## src/rtl/exc_pkg.sv

```systemverilog
package exc_pkg;
  // cause bit positions decoded by the filter
  localparam int unsigned CB_RESET      = 0;
  localparam int unsigned CB_ILL        = 1;
  localparam int unsigned CB_MAL        = 2;
  localparam int unsigned CB_IPF        = 3;
  localparam int unsigned CB_DPF        = 4;
  localparam int unsigned CB_TRAP       = 5;
  localparam int unsigned CB_FPU_UNIMPL = 12;

  // restart vector after entry
  localparam logic [31:0] ENTRY_PC  = 32'd4;
  localparam logic [31:0] ENTRY_DPC = 32'd0;

  typedef enum logic [2:0] {
    SEL_SR    = 3'd0,
    SEL_ESR   = 3'd1,
    SEL_EPC   = 3'd2,
    SEL_EDPC  = 3'd3,
    SEL_ECA   = 3'd4,
    SEL_EDATA = 3'd5,
    SEL_MODE  = 3'd6,
    SEL_EMODE = 3'd7
  } spr_sel_e;

  typedef enum logic [1:0] {
    ED_ZERO = 2'd0,
    ED_DPC  = 2'd1,
    ED_TRAP = 2'd2,
    ED_ADDR = 2'd3
  } edata_src_e;
endpackage

```

## src/rtl/exc_cause_filter.sv

```systemverilog
module exc_cause_filter
  import exc_pkg::*;
#(
  parameter int unsigned CAUSE_W = 32
) (
  input  logic [CAUSE_W-1:0] cause_i,
  input  logic [CAUSE_W-1:0] sr_i,
  input  logic               fetch_fail_i,
  output logic [CAUSE_W-1:0] pending_o,
  output logic               take_o,
  output logic               abort_o,
  output edata_src_e         edata_sel_o
);
  // per-bit mask stage: fixed set bypasses SR
  for (genvar b = 0; b < CAUSE_W; b++) begin : g_bit
    localparam bit UNMASKABLE = (b <= CB_TRAP) || (b == CB_FPU_UNIMPL);
    if (UNMASKABLE) begin : g_fixed
      assign pending_o[b] = cause_i[b];
    end else begin : g_masked
      assign pending_o[b] = cause_i[b] & sr_i[b];
    end
  end

  assign take_o  = |pending_o;
  assign abort_o = |pending_o[CB_DPF:CB_RESET];

  always_comb begin
    if (fetch_fail_i) begin
      edata_sel_o = ED_DPC;
    end else if (pending_o[CB_TRAP]) begin
      edata_sel_o = ED_TRAP;
    end else if (pending_o[CB_MAL] || pending_o[CB_DPF]) begin
      edata_sel_o = ED_ADDR;
    end else begin
      edata_sel_o = ED_ZERO;
    end
  end
endmodule

```

## src/rtl/exc_pc_seq.sv

```systemverilog
module exc_pc_seq
  import exc_pkg::*;
#(
  parameter int unsigned XLEN = 32
) (
  input  logic            clk,
  input  logic            rst_n,
  input  logic            step_i,
  input  logic            take_i,
  input  logic            abort_i,
  input  logic            rfe_i,
  input  logic            cf_taken_i,
  input  logic [XLEN-1:0] target_i,
  input  logic [XLEN-1:0] epc_i,
  input  logic [XLEN-1:0] edpc_i,
  output logic [XLEN-1:0] pc_o,
  output logic [XLEN-1:0] dpc_o,
  output logic [XLEN-1:0] save_pc_o,
  output logic [XLEN-1:0] save_dpc_o
);
  localparam logic [XLEN-1:0] INSN_BYTES = XLEN'(4);
  localparam logic [XLEN-1:0] RST_PC     = XLEN'(ENTRY_PC);
  localparam logic [XLEN-1:0] RST_DPC    = XLEN'(ENTRY_DPC);

  logic [XLEN-1:0] pc_q, dpc_q, pc_n, dpc_n;
  logic [XLEN-1:0] adv_pc, adv_dpc;

  // pair after the instruction takes effect
  always_comb begin
    adv_pc  = cf_taken_i ? target_i : (pc_q + INSN_BYTES);
    adv_dpc = pc_q;
  end

  // abort-type causes keep the pair as it is, for a repeat
  always_comb begin
    save_pc_o  = abort_i ? pc_q  : adv_pc;
    save_dpc_o = abort_i ? dpc_q : adv_dpc;
  end

  always_comb begin
    pc_n  = pc_q;
    dpc_n = dpc_q;
    if (step_i) begin
      if (take_i) begin
        pc_n  = RST_PC;
        dpc_n = RST_DPC;
      end else if (rfe_i) begin
        pc_n  = epc_i;
        dpc_n = edpc_i;
      end else begin
        pc_n  = adv_pc;
        dpc_n = adv_dpc;
      end
    end
  end

  always_ff @(posedge clk or negedge rst_n) begin
    if (!rst_n) begin
      pc_q  <= RST_PC;
      dpc_q <= RST_DPC;
    end else if (step_i) begin
      pc_q  <= pc_n;
      dpc_q <= dpc_n;
    end
  end

  assign pc_o  = pc_q;
  assign dpc_o = dpc_q;
endmodule

```

## src/rtl/exc_spr_file.sv

```systemverilog
module exc_spr_file
  import exc_pkg::*;
#(
  parameter int unsigned XLEN    = 32,
  parameter int unsigned CAUSE_W = 32,
  parameter int unsigned MODE_W  = 1
) (
  input  logic               clk,
  input  logic               rst_n,
  input  logic               step_i,
  input  logic               take_i,
  input  logic               rfe_i,
  input  logic [CAUSE_W-1:0] pending_i,
  input  logic [XLEN-1:0]    save_pc_i,
  input  logic [XLEN-1:0]    save_dpc_i,
  input  edata_src_e         edata_sel_i,
  input  logic [XLEN-1:0]    trap_imm_i,
  input  logic [XLEN-1:0]    eff_addr_i,
  input  logic               wr_en_i,
  input  spr_sel_e           wr_sel_i,
  input  logic [XLEN-1:0]    wr_data_i,
  output logic [XLEN-1:0]    sr_o,
  output logic [XLEN-1:0]    esr_o,
  output logic [XLEN-1:0]    eca_o,
  output logic [XLEN-1:0]    epc_o,
  output logic [XLEN-1:0]    edpc_o,
  output logic [XLEN-1:0]    edata_o,
  output logic [MODE_W-1:0]  mode_o,
  output logic [MODE_W-1:0]  emode_o
);
  logic [XLEN-1:0]   sr_q, esr_q, eca_q, epc_q, edpc_q, edata_q;
  logic [XLEN-1:0]   sr_n, esr_n, eca_n, epc_n, edpc_n, edata_n;
  logic [MODE_W-1:0] mode_q, emode_q, mode_n, emode_n;
  logic [XLEN-1:0]   edata_val;

  always_comb begin
    unique case (edata_sel_i)
      ED_DPC:  edata_val = save_dpc_i;
      ED_TRAP: edata_val = trap_imm_i;
      ED_ADDR: edata_val = eff_addr_i;
      default: edata_val = '0;
    endcase
  end

  always_comb begin
    sr_n    = sr_q;
    esr_n   = esr_q;
    eca_n   = eca_q;
    epc_n   = epc_q;
    edpc_n  = edpc_q;
    edata_n = edata_q;
    mode_n  = mode_q;
    emode_n = emode_q;
    if (step_i) begin
      if (take_i) begin
        esr_n   = sr_q;
        sr_n    = '0;
        eca_n   = XLEN'(pending_i);
        epc_n   = save_pc_i;
        edpc_n  = save_dpc_i;
        edata_n = edata_val;
        emode_n = mode_q;
        mode_n  = '0;
      end else if (rfe_i) begin
        sr_n   = esr_q;
        mode_n = emode_q;
      end else if (wr_en_i) begin
        unique case (wr_sel_i)
          SEL_SR:    sr_n    = wr_data_i;
          SEL_ESR:   esr_n   = wr_data_i;
          SEL_EPC:   epc_n   = wr_data_i;
          SEL_EDPC:  edpc_n  = wr_data_i;
          SEL_ECA:   eca_n   = wr_data_i;
          SEL_EDATA: edata_n = wr_data_i;
          SEL_MODE:  mode_n  = wr_data_i[MODE_W-1:0];
          SEL_EMODE: emode_n = wr_data_i[MODE_W-1:0];
          default:   sr_n    = sr_q;
        endcase
      end
    end
  end

  always_ff @(posedge clk or negedge rst_n) begin
    if (!rst_n) begin
      sr_q    <= '0;
      esr_q   <= '0;
      eca_q   <= '0;
      epc_q   <= '0;
      edpc_q  <= '0;
      edata_q <= '0;
      mode_q  <= '0;
      emode_q <= '0;
    end else if (step_i) begin
      sr_q    <= sr_n;
      esr_q   <= esr_n;
      eca_q   <= eca_n;
      epc_q   <= epc_n;
      edpc_q  <= edpc_n;
      edata_q <= edata_n;
      mode_q  <= mode_n;
      emode_q <= emode_n;
    end
  end

  assign sr_o    = sr_q;
  assign esr_o   = esr_q;
  assign eca_o   = eca_q;
  assign epc_o   = epc_q;
  assign edpc_o  = edpc_q;
  assign edata_o = edata_q;
  assign mode_o  = mode_q;
  assign emode_o = emode_q;
endmodule

```

## src/rtl/prec_exc_unit.sv

```systemverilog
module prec_exc_unit
  import exc_pkg::*;
#(
  parameter int unsigned XLEN    = 32,
  parameter int unsigned CAUSE_W = 32,
  parameter int unsigned MODE_W  = 1
) (
  input  logic               clk,
  input  logic               rst_n,
  input  logic               step_i,
  input  logic [CAUSE_W-1:0] cause_i,
  input  logic               fetch_fail_i,
  input  logic               cf_taken_i,
  input  logic [XLEN-1:0]    br_target_i,
  input  logic [XLEN-1:0]    trap_imm_i,
  input  logic [XLEN-1:0]    eff_addr_i,
  input  logic               rfe_i,
  input  logic               spr_we_i,
  input  logic [2:0]         spr_sel_i,
  input  logic [XLEN-1:0]    spr_wdata_i,
  output logic [XLEN-1:0]    pc_o,
  output logic [XLEN-1:0]    dpc_o,
  output logic               jisr_o,
  output logic               user_mode_o,
  output logic [XLEN-1:0]    sr_o,
  output logic [XLEN-1:0]    esr_o,
  output logic [XLEN-1:0]    eca_o,
  output logic [XLEN-1:0]    epc_o,
  output logic [XLEN-1:0]    edpc_o,
  output logic [XLEN-1:0]    edata_o,
  output logic [MODE_W-1:0]  mode_o,
  output logic [MODE_W-1:0]  emode_o
);
  logic [CAUSE_W-1:0] pending;
  logic               take, abort;
  edata_src_e         edata_sel;
  logic [XLEN-1:0]    save_pc, save_dpc;

  exc_cause_filter #(.CAUSE_W(CAUSE_W)) u_filter (
    .cause_i      (cause_i),
    .sr_i         (sr_o[CAUSE_W-1:0]),
    .fetch_fail_i (fetch_fail_i),
    .pending_o    (pending),
    .take_o       (take),
    .abort_o      (abort),
    .edata_sel_o  (edata_sel)
  );

  exc_pc_seq #(.XLEN(XLEN)) u_pcseq (
    .clk        (clk),
    .rst_n      (rst_n),
    .step_i     (step_i),
    .take_i     (take),
    .abort_i    (abort),
    .rfe_i      (rfe_i),
    .cf_taken_i (cf_taken_i),
    .target_i   (br_target_i),
    .epc_i      (epc_o),
    .edpc_i     (edpc_o),
    .pc_o       (pc_o),
    .dpc_o      (dpc_o),
    .save_pc_o  (save_pc),
    .save_dpc_o (save_dpc)
  );

  exc_spr_file #(.XLEN(XLEN), .CAUSE_W(CAUSE_W), .MODE_W(MODE_W)) u_spr (
    .clk         (clk),
    .rst_n       (rst_n),
    .step_i      (step_i),
    .take_i      (take),
    .rfe_i       (rfe_i),
    .pending_i   (pending),
    .save_pc_i   (save_pc),
    .save_dpc_i  (save_dpc),
    .edata_sel_i (edata_sel),
    .trap_imm_i  (trap_imm_i),
    .eff_addr_i  (eff_addr_i),
    .wr_en_i     (spr_we_i),
    .wr_sel_i    (spr_sel_e'(spr_sel_i)),
    .wr_data_i   (spr_wdata_i),
    .sr_o        (sr_o),
    .esr_o       (esr_o),
    .eca_o       (eca_o),
    .epc_o       (epc_o),
    .edpc_o      (edpc_o),
    .edata_o     (edata_o),
    .mode_o      (mode_o),
    .emode_o     (emode_o)
  );

  assign jisr_o      = step_i & take;
  assign user_mode_o = mode_o[0];
endmodule

```

## config.mk

```make
export PLATFORM = sky130hd
export DESIGN_NAME = prec_exc_unit
export DESIGN_NICKNAME = d
export VERILOG_FILES = /design/src/rtl/exc_pkg.sv /design/src/rtl/exc_cause_filter.sv /design/src/rtl/exc_pc_seq.sv /design/src/rtl/exc_spr_file.sv /design/src/rtl/prec_exc_unit.sv
export SDC_FILE = /design/constraint.sdc
export NUM_CORES = 1
export LEC_CHECK = 0
export CAP_MARGIN = 5
export CORE_MARGIN = 10
export CORE_UTILIZATION = 50
export CTS_BUF_LIST = sky130_fd_sc_hd__clkbuf_4 sky130_fd_sc_hd__clkbuf_8
export CTS_CLUSTER_DIAMETER = 200
export DETAILED_ROUTE_END_ITERATION = 12
export DONT_BUFFER_PORTS = 1
export GPL_ROUTABILITY_DRIVEN = 0
export SLEW_MARGIN = 10
export SYNTH_ARGS = -nofsm -noshare
export SYNTH_HDL_FRONTEND = slang
export SYNTH_SLANG_ARGS = --single-unit
export TNS_END_PERCENT = 30
```

## constraint.sdc

```tcl
create_clock -name clk -period 5.8 [get_ports clk]
set_input_delay 0.87 -clock clk [delete_from_list [all_inputs] [get_ports clk]]
set_output_delay 0.87 -clock clk [all_outputs]
set_load 0.01 [all_outputs]
```

==> results_dict.tcl <==
set metrics [dict create \
    remaining_drc_errors 0 \
    peakVddDrop_mv 0.162 \
    status "completed" \
    synth_ff_type "dfrtp_1" \
    overflow 0 \
    synth_area_mm2 0.0151 \
    critPathLaunchType "input pin" \
    cts_resized 0 \
    yosysMostFrequentCell "dfrtp_1" \
    power_density_mw_per_mm2 251 \
    max_stage_delay_ns 0.79 \
    period_share_pct 67.1 \
    critPathSlowestCell "or4_4" \
    relSlewSlack_pct 23.9 \
    drt-pass1-iter-count 8 \
    die_w_um 194 \
    syn-num-nets 1742 \
    totalWireLength_um 63700 \
    drv_slew 0 \
    synth_cell_types 74 \
    synth_common_cells "dfrtp_1 (257), nand2_1 (147), mux2_2 (143)" \
    tightest_slew_ns 1.14 \
    vias 13400 \
    synth_area_leaders "dfrtp_1 (42%), mux2_2 (11%), mux2i_1 (5.8%), nand2_1 (3.6%), o21ai_0 (3.4%)" \
    crit_fanout 27 \
    ys_ff_latch 258 \
    arrival_ns 3.02 \
    vias_per_cell 6.95 \
    core-area_mm2 0.0298 \
    grt_pass1_vias 13100 \
    syn_inst 1571 \
    num_io_pins 430 \
    htree_levels 2 \
    die-area_mm2 0.0377 \
    drt-initial-drc-count 1476 \
    yosys.area.top_type_share_pct 42.5 \
    ys_warn_count 0 \
    synth-edff-count 0 \
    setup_tns_ns 0 \
    grt_max_degree 222 \
    placed_area_mm2 0.0153 \
    fmax_mhz 257 \
    fin_skew_ns 0.0245 \
    crit_chain "or2_1 -> or4_2 -> or4_4 -> o21ai_1 -> inv_1" \
    path_clk_slew_ns 0.06 \
    crit_start "cause_i[2]" \
    hold_path.class "in2async" \
    start_util_pct 50.8 \
    cts-root-buf "clkbuf_8" \
    holdBufCountCts 2 \
    criticalPathCategory "in2out" \
    setup_viol 0 \
    fill_cells 2701 \
    p_leak_uw 0.00739 \
    cp.required_ns 4.93 \
    tritoncts "done" \
    placementRows 63 \
    rsz0062_at_grt "no" \
    reg2reg_from "u_spr.sr_o[25]$_DFFE_PN0P_" \
    grt_pass1_wl_um 93100 \
    yosys.area.top_type "dfrtp_1" \
    layout-drive-gt1-share_pct 17.8 \
    ant_nets 0 \
    routedWlPerCell_um 33.1 \
    ys_seq_area_share_pct 42.6 \
    die_y_um 194 \
    max_cap_violations 0 \
    io_buffers 0 \
    cts_buffers 47 \
    clkSinkCount 258 \
    clk_latency_ns 0.57 \
    syn_area_per_cell_um2 9.64 \
    post_cts_buffers 0 \
    hpwl_um 44700 \
    area_delta_synth_final_pct 7.89 \
    gr-usage-all-layers_pct 31.8 \
    cts_buffer_depth 3 \
    hold-worst-slack_ns 0.0241 \
    hold_viol_final 0 \
    fin_crit_ns 3.89 \
    fin_nets 1672 \
    antenna_found_initial 1 \
    design_area_mm2 0.0163 \
    synthArstFlopShare_pct 100 \
    finalPower_uw 4100 \
    end_kind "primary output" \
]
## registers in the layout, summed over array words and instances (netlist names)
signal and count:
u_spr.emode_o 1, u_spr.mode_o 1, u_pcseq.pc_o 32, u_spr.edpc_o 32
u_pcseq.dpc_o 32, u_spr.sr_o 32, u_spr.epc_o 32, u_spr.eca_o 32
u_spr.esr_o 32, u_spr.edata_o 32
## power by group
group	switching [µW]	leakage [µW]	internal [µW]	total (µW)
sequential	98.5	0.00348	1850	1950
combinational	174	0.00338	123	297
clock	787	0.000535	1070	1850
## critical path, delay by kind of cell
| kind | cells | cell delay [ns] |
|---|---|---|
| and+or+nand+nor | 3 | 1.72 |
| AOI/OAI and AO/OA | 1 | 0.25 |
| buffers and inverters | 1 | 0.16 |
## worst paths after layout
kind	end	slack [ns]	cells after the start
setup reg to reg	u_spr.edpc_o[30]$_DFFE_PN0P_	2.32	6
hold / removal	u_pcseq.dpc_o[28]$_DFFE_PN0P_	0.02	0
setup / recovery	jisr_o	1.91	5
hold reg to reg	u_spr.eca_o[27]$_DFFE_PN0P_	0.59	2
max in group asynchronous	u_spr.epc_o[20]$_DFFE_PN0P_	5.01	1
min in group clk	u_pcseq.pc_o[14]$_DFFE_PN0P_	0.43	1
## cell families after synthesis
| group | synth area share [%] |
|---|---|
| AOI/OAI and AO/OA | 21.1 |
| and+or+nand+nor | 12.6 |
| DFF | 42.6 |
| adders and majority gates | 0.0826 |
| buffers and inverters | 5.99 |
| muxes | 17.0 |
| xor gates and xnor gates | 0.578 |
## routing by layer
metal	GRT usage [%]	part of all wire, %	wire length [µm]	vias up
met5	0	0	0	-
met4	13.1	4.3	2720	0
met3	13.3	13	8020	131
met2	50.9	47	29700	771
met1	37.0	36	23200	6789
li1	-	-	-	5682
## placed cells by master (no fill, tap or decap), drive strengths merged, types with 32 or more instances in the layout
| cell type | count |
|---|---|
| nor2 | 97 |
| a22o | 44 |
| mux2 | 151 |
| o31ai | 49 |
| inv | 69 |
| a21oi | 40 |
| mux2i | 88 |
| nand2b | 40 |
| a222oi | 32 |
| clkbuf | 78 |
| o21ai | 110 |
| nand3 | 35 |
| nand2 | 147 |
| dfrtp | 257 |
| a32oi | 35 |
## through the flow
step | util, % | setup WS (ns) | instances
floorplan | - | 2.13 | 1571
global placement | 51.4 | 1.54 | 1839
detailed placement | 51.4 | 1.47 | 1839
CTS | 54.8 | 1.92 | 1923
global route | 54.8 | 1.85 | 1925
finish | 54.8 | 1.91 | 1925
## cell type report
cell class / count / area [µm²] / share of cell area (%)
Multi-Input combinational cell: 1095 / 7890 / 48.3
Tap cell: 390 / 488 / 2.99
Inverter: 70 / 263 / 1.61
Sequential cell: 258 / 6460 / 39.5
Clock inverter: 4 / 45.0 / 0.276
Antenna cell: 1 / 2.50 / 0.0153
Clock buffer: 78 / 948 / 5.80
Timing Repair Buffer: 29 / 248 / 1.52
Power figures use the tool's default switching activity.
